**src/rtl/arc_pkg.sv**
```systemverilog
package arc_pkg;
    typedef enum logic {
        ST_TRACK  = 1'b0,
        ST_SETTLE = 1'b1
    } arc_state_t;
endpackage

```
**src/rtl/arc_prescaler.sv**
```systemverilog
module arc_prescaler #(
    parameter int RW = 3
) (
    input  logic          clk,
    input  logic          rst_n,
    input  logic          restart,
    input  logic [RW-1:0] range_sel,
    output logic          tick
);
    localparam int PW = (1 << RW) - 1;

    logic [PW-1:0] div_q;
    logic [PW-1:0] sel_mask;

    always_ff @(posedge clk) begin
        if (!rst_n || restart) div_q <= '0;
        else                   div_q <= div_q + 1'b1;
    end

    // Low range_sel bits of the divider all set marks the 2^range_sel-th cycle
    always_comb begin
        sel_mask = ~({PW{1'b1}} << range_sel);
        tick     = ((div_q & sel_mask) == sel_mask);
    end
endmodule

```
**src/rtl/arc_judge.sv**
```systemverilog
module arc_judge #(
    parameter int CW = 16,
    parameter int RW = 3
) (
    input  logic [CW-1:0] count,
    input  logic [CW-1:0] lo_limit,
    input  logic [CW-1:0] hi_limit,
    input  logic [RW-1:0] range_cur,
    output logic          step_down,
    output logic          step_up
);
    localparam logic [RW-1:0] TOP = {RW{1'b1}};

    always_comb begin
        step_down = (count < lo_limit) && (range_cur != '0);
        step_up   = (count > hi_limit) && (range_cur != TOP) && !(count < lo_limit);
    end
endmodule

```
**src/rtl/adaptive_rate_ctrl.sv**
```systemverilog
module adaptive_rate_ctrl
    import arc_pkg::*;
#(
    parameter int CW = 16,
    parameter int RW = 3
) (
    input  logic          clk,
    input  logic          rst_n,
    input  logic          cap_valid,
    input  logic [CW-1:0] cap_count,
    input  logic [CW-1:0] lo_limit,
    input  logic [CW-1:0] hi_limit,
    output logic          cnt1_en,
    output logic          cnt2_en,
    output logic [RW-1:0] range_idx,
    output logic          meas_valid,
    output logic [CW-1:0] meas_count
);
    arc_state_t state_q, state_d;
    logic       step_down, step_up, tick;

    arc_judge #(.CW(CW), .RW(RW)) u_judge (
        .count     (cap_count),
        .lo_limit  (lo_limit),
        .hi_limit  (hi_limit),
        .range_cur (range_idx),
        .step_down (step_down),
        .step_up   (step_up)
    );

    arc_prescaler #(.RW(RW)) u_presc (
        .clk       (clk),
        .rst_n     (rst_n),
        .restart   (cap_valid),
        .range_sel (range_idx),
        .tick      (tick)
    );

    // Both counters share one tick, so their rate ratio never moves
    assign cnt1_en = tick;
    assign cnt2_en = tick;

    always_comb begin
        state_d = state_q;
        unique case (state_q)
            ST_TRACK:  if (cap_valid && (step_up || step_down)) state_d = ST_SETTLE;
            ST_SETTLE: if (cap_valid) state_d = ST_TRACK;
            default:   state_d = ST_TRACK;
        endcase
    end

    always_ff @(posedge clk) begin
        if (!rst_n) state_q <= ST_TRACK;
        else        state_q <= state_d;
    end

    always_ff @(posedge clk) begin
        if (!rst_n) begin
            range_idx  <= '0;
            meas_valid <= 1'b0;
            meas_count <= '0;
        end else begin
            meas_valid <= 1'b0;
            unique case (state_q)
                ST_TRACK: begin
                    if (cap_valid) begin
                        meas_valid <= 1'b1;
                        meas_count <= cap_count;
                        if (step_down)    range_idx <= range_idx - 1'b1;
                        else if (step_up) range_idx <= range_idx + 1'b1;
                    end
                end
                ST_SETTLE: ;
                default: ;
            endcase
        end
    end
endmodule

```
**config.mk**
```make
export PLATFORM = sky130hd
export DESIGN_NAME = adaptive_rate_ctrl
export DESIGN_NICKNAME = d
export VERILOG_FILES = /design/src/rtl/arc_pkg.sv /design/src/rtl/arc_prescaler.sv /design/src/rtl/arc_judge.sv /design/src/rtl/adaptive_rate_ctrl.sv
export SDC_FILE = /design/constraint.sdc
export NUM_CORES = 1
export LEC_CHECK = 0
export CORE_ASPECT_RATIO = 0.7
export CORE_MARGIN = 5
export CORE_UTILIZATION = 41
export CTS_BUF_LIST = sky130_fd_sc_hd__clkbuf_16
export CTS_CLUSTER_SIZE = 14
export DETAILED_ROUTE_END_ITERATION = 8
export PLACE_DENSITY = 0.77
export SYNTH_ARGS = -nofsm -noshare
export SYNTH_HDL_FRONTEND = slang
export SYNTH_SLANG_ARGS = --single-unit
```
**constraint.sdc**
```tcl
create_clock -name clk -period 2.7 [get_ports clk]
set_clock_uncertainty 0.15 [all_clocks]
set_input_delay 0.54 -clock clk [delete_from_list [all_inputs] [get_ports clk]]
set_output_delay 0.54 -clock clk [all_outputs]
set_load 0.05 [all_outputs]
```
==> metrics.csv, run 1 <==
stage,metric,value,unit
sta,final worst path period need,2785,ps
outcome,run status,finished with violations,
run,max-cap violation count,0,
floorplanning,CORE AREA,4782,µm²
final_layout,most frequent standard cell in the layout excluding fill and tap cells,nand2_1,
floorplanning,horizontal die dimension,93.99,µm
worst_setup_path,Startpoint Class,input port,
synth,cell area after synthesis,2024,µm²
sta,relative slew slack,64.75,%
floorplanning,die outline height,68.79,µm
floorplanning,number of primary I/O pins,73,
floorplanning,row count,21,
floorplanning,Die Outline Area,6465,µm²
worst_hold_path,class of the worst hold path,reg2reg,
clocking,TritonCTS clock tree,built,
clocking,Clock transition at path regs,70,ps
clocking,insertion delay to the later sink of the worst-skew pair,270,ps
clocking,number of hold-repair buffers added at the cts stage,0,
synth,warning count from the yosys run,0,
route,Initial DRT Pass Iterations,5,
sta,maximum clock rate,359.0,MHz
final_layout,Area Growth Syn to Fin,71.08,%
global_route,global-route wire length before repair,10270,µm
placed_design,HPWL after detailed placement,4717,µm
worst_setup_path,Critical-path top delay cell,fa_2,
final_layout,fraction of final layout cells with drive strength greater than 1,33.06,%
final_layout,number of non-filler instances in the completed layout,441,
worst_setup_path,ordered list of cells on the worst path,dlygate4sd2_1 -> inv_2 -> ha_4 -> nand2_4 -> nor2_2 -> a22o_1 -> nor3_4 -> nand2_2 -> fa_2 -> buf_6 -> buf_6 -> and3_4 -> a22oi_2 -> o211ai_1,
route,remaining number of nets flagged by the antenna check after routing,0,
clocking,maximum count of clock buffers along a single path,2,
route,highest routed layer,met4,
synth,synthesized instance count,260,
global_route,GRT Total Usage,20.10,%
global_route,largest net degree at the start of global routing,18,
sta,setup repair after global routing missed its margin,yes,
sta,number of max-slew violations in the final report,0,
pwr,Pleak,1.507,nW
sta,Slew @ Worst Pin,527.1,ps
synth,share of synthesized area occupied by flip-flops and latches,27.69,%
clocking,buffer cell driving the clock tree root,clkbuf_16,
synth,cell accounting for the most synthesized area,dfxtp_1,
route,average via count per standard cell,5.134,
worst_setup_path,Crit. End Element,register,
sta,final hold viol count,0,
route,number of vias in the routed layout,2264,
clocking,number of buffers created by CTS,3,
outcome,failing checks,negative setup slack,
final_layout,Filler Cell Count,366,
worst_setup_path,path type of the worst setup path,in2reg,
synth,portion of synthesized cell area occupied by the leading cell type,27.69,%
global_route,initial antenna violation count,0,
sta,period utilization,103.2,%
synth,Synth Register Bits,28,
placed_design,instance count after placement with tap cells included,427,
final_layout,Final Net Count,457,
placed_design,final estimated routing congestion in global placement,0.8948,
synth,distinct cell type count of the synthesized netlist,41,
pwr,IR Drop Worst-Case VDD,0.0002249,V
route,met2 wire length,3108,µm
route,Total Wirelength,6672,µm
clocking,H-Tree Level Count,1,
pwr,pwr/cell area,555.4,nW/µm²
route,Iter 0 DRT Violations,140,
global_route,aggregate global routing overflow,0,
worst_setup_path,maximum fanout count along the critical path,3,
route,DRC violations left,0,
final_layout,final core utilization,72.42,%
synth,number of nets in the synthesized netlist,344,
sta,endpoints failing setup,1,
route,Post-Route M1 WL,3069,µm
sta,worst setup margin,-85.39,ps
floorplanning,Starting Density,42.33,%
final_layout,number of antenna repair diodes,0,
worst_setup_path,required arrival time at the worst endpoint,2700,ps
route,post-DR wirelength/cell,15.13,µm
worst_setup_path,cell seen most often among critical-path stages,buf_6,
synth,syn avg cell area,7.786,µm²
worst_setup_path,CP Data Arrival Time,2780,ps
synth,Area contributors post-synth,"dfxtp_1 (28%), ha_1 (20%), nand2_1 (9.3%)",
global_route,number of global-route vias before repair,2198,
placed_design,count of buffers from port buffering,72,
clocking,TritonCTS Sinks,28,
final_layout,highest-count cells in the layout ignoring fill and taps,"nand2_1 (44), buf_4 (43), clkdlybuf4s50_1 (38), dfxtp_1 (28), a21oi_1 (25)",
route,met3 WL post-DR,449,µm
worst_setup_path,delay of the slowest cell on the worst path,370,ps
-- state kept, by name (all words and copies together) (netlist names) --
register,count
meas_count,16
u_presc.div_q,7
range_idx,3
meas_valid,1
state_q,1
-- final timing paths --
check | to | depth (start not counted) | slack, ps | from
max | range_idx[2] | 14 | -90 | lo_limit[14]
min | meas_count[6] | 2 | 310 | meas_count[6]
max reg2reg | range_idx[2] | 8 | 620 | range_idx[2]
min reg2reg | meas_count[6] | 2 | 310 | meas_count[6]
-- layout make-up --
type / instances / area, µm² / share of cell area, %
clock buffers: 3 / 75.07 / 2.168
clock inverters: 1 / 30.03 / 0.8671
inverters: 35 / 136.4 / 3.938
multi-input cells: 190 / 1597 / 46.10
flip-flops and latches: 28 / 560.5 / 16.18
well taps: 69 / 86.33 / 2.493
repair buffers: 115 / 978.4 / 28.25
-- Yosys cell counts, drive strengths merged --
| master | count |
|---|---|
| nand2 | 50 |
| inv | 35 |
| ha | 32 |
| a21oi | 29 |
| dfxtp | 28 |
| nor2 | 11 |
| o21ai | 9 |
| nand2b | 6 |
| a31oi | 5 |
| clkbuf | 5 |
| nand4 | 5 |
| nand3 | 4 |
| or3 | 4 |
| xor2 | 3 |
| a221o | 2 |
| a221oi | 2 |
| a22oi | 2 |
| and3 | 2 |
| buf | 2 |
| mux2i | 2 |
| nor2b | 2 |
| nor3 | 2 |
| nor4 | 2 |
| o211ai | 2 |
| a2111o | 1 |
| a2111oi | 1 |
| a22o | 1 |
| a311oi | 1 |
| and2 | 1 |
| and4b | 1 |
| fa | 1 |
| nand3b | 1 |
| nand4b | 1 |
| nor3b | 1 |
| o221ai | 1 |
| o31a | 1 |
| o31ai | 1 |
| xnor2 | 1 |
-- critical path: cells and delay by family --
family / cells / cell delay [ps]
AOI/OAI and AO/OA: 3 / 540
adders and majority gates: 2 / 570
buffers and inverters: 4 / 550
and+or+nand+nor: 5 / 550
-- kinds of logic (layout without fill, tap and decap cells) --
| family | Yosys count | in the layout | share of synthesized area [%] |
|---|---|---|---|
| compound gates | 58 | 58 | 18.73 |
| simple gates | 93 | 93 | 22.13 |
| flops | 28 | 28 | 27.69 |
| mux | 2 | 2 | 0.9889 |
| xor+xnor | 4 | 4 | 1.731 |
| buf+inv | 42 | 154 | 7.973 |
| fa+ha+maj | 33 | 33 | 20.77 |
-- layer usage --
layer | vias to the layer above | track usage (%)
met4 | 0 | 4.324
met3 | 6 | 4.989
li1 | 1123 | -
met1 | 1060 | 26.32
met5 | - | 0
met2 | 75 | 33.86
-- metrics by stage --
stage               hold slack (ps)  area, µm²  setup WS (ps)  setup TNS (ps)  power [mW]
floorplan                     283.8       2069         -23.87          -23.87       1.039
global placement              292.3       3089         -628.4           -1615       1.357
detailed placement            295.7       3089         -723.1           -1777       1.367
CTS                           305.8       3392         -93.21          -93.21       1.861
global route                  316.9       3463         -156.9          -333.6       2.029
finish                        306.0       3463         -85.39          -85.39       1.924
-- power breakdown --
part	internal, mW	switching, mW
sequential	0.459	0.0549
combinational	0.403	0.558
clock	0.296	0.153
-- timing repair --
item / 4_1_cts / 5_1_grt
endpoints found under the setup margin: 3 / 4
gates resized for setup: 128 / 19
buffers inserted: 8 / 3
pin swaps: 30 / 14
No activity file was read; power rests on OpenSTA's default activity.
==> run 2: changes to the inputs <==
ABC_CLOCK_PERIOD_IN_PS = 2700   (was default)
==> results of run 2 <==
The final DEF is identical to that of run 1; final timing and power are the same.
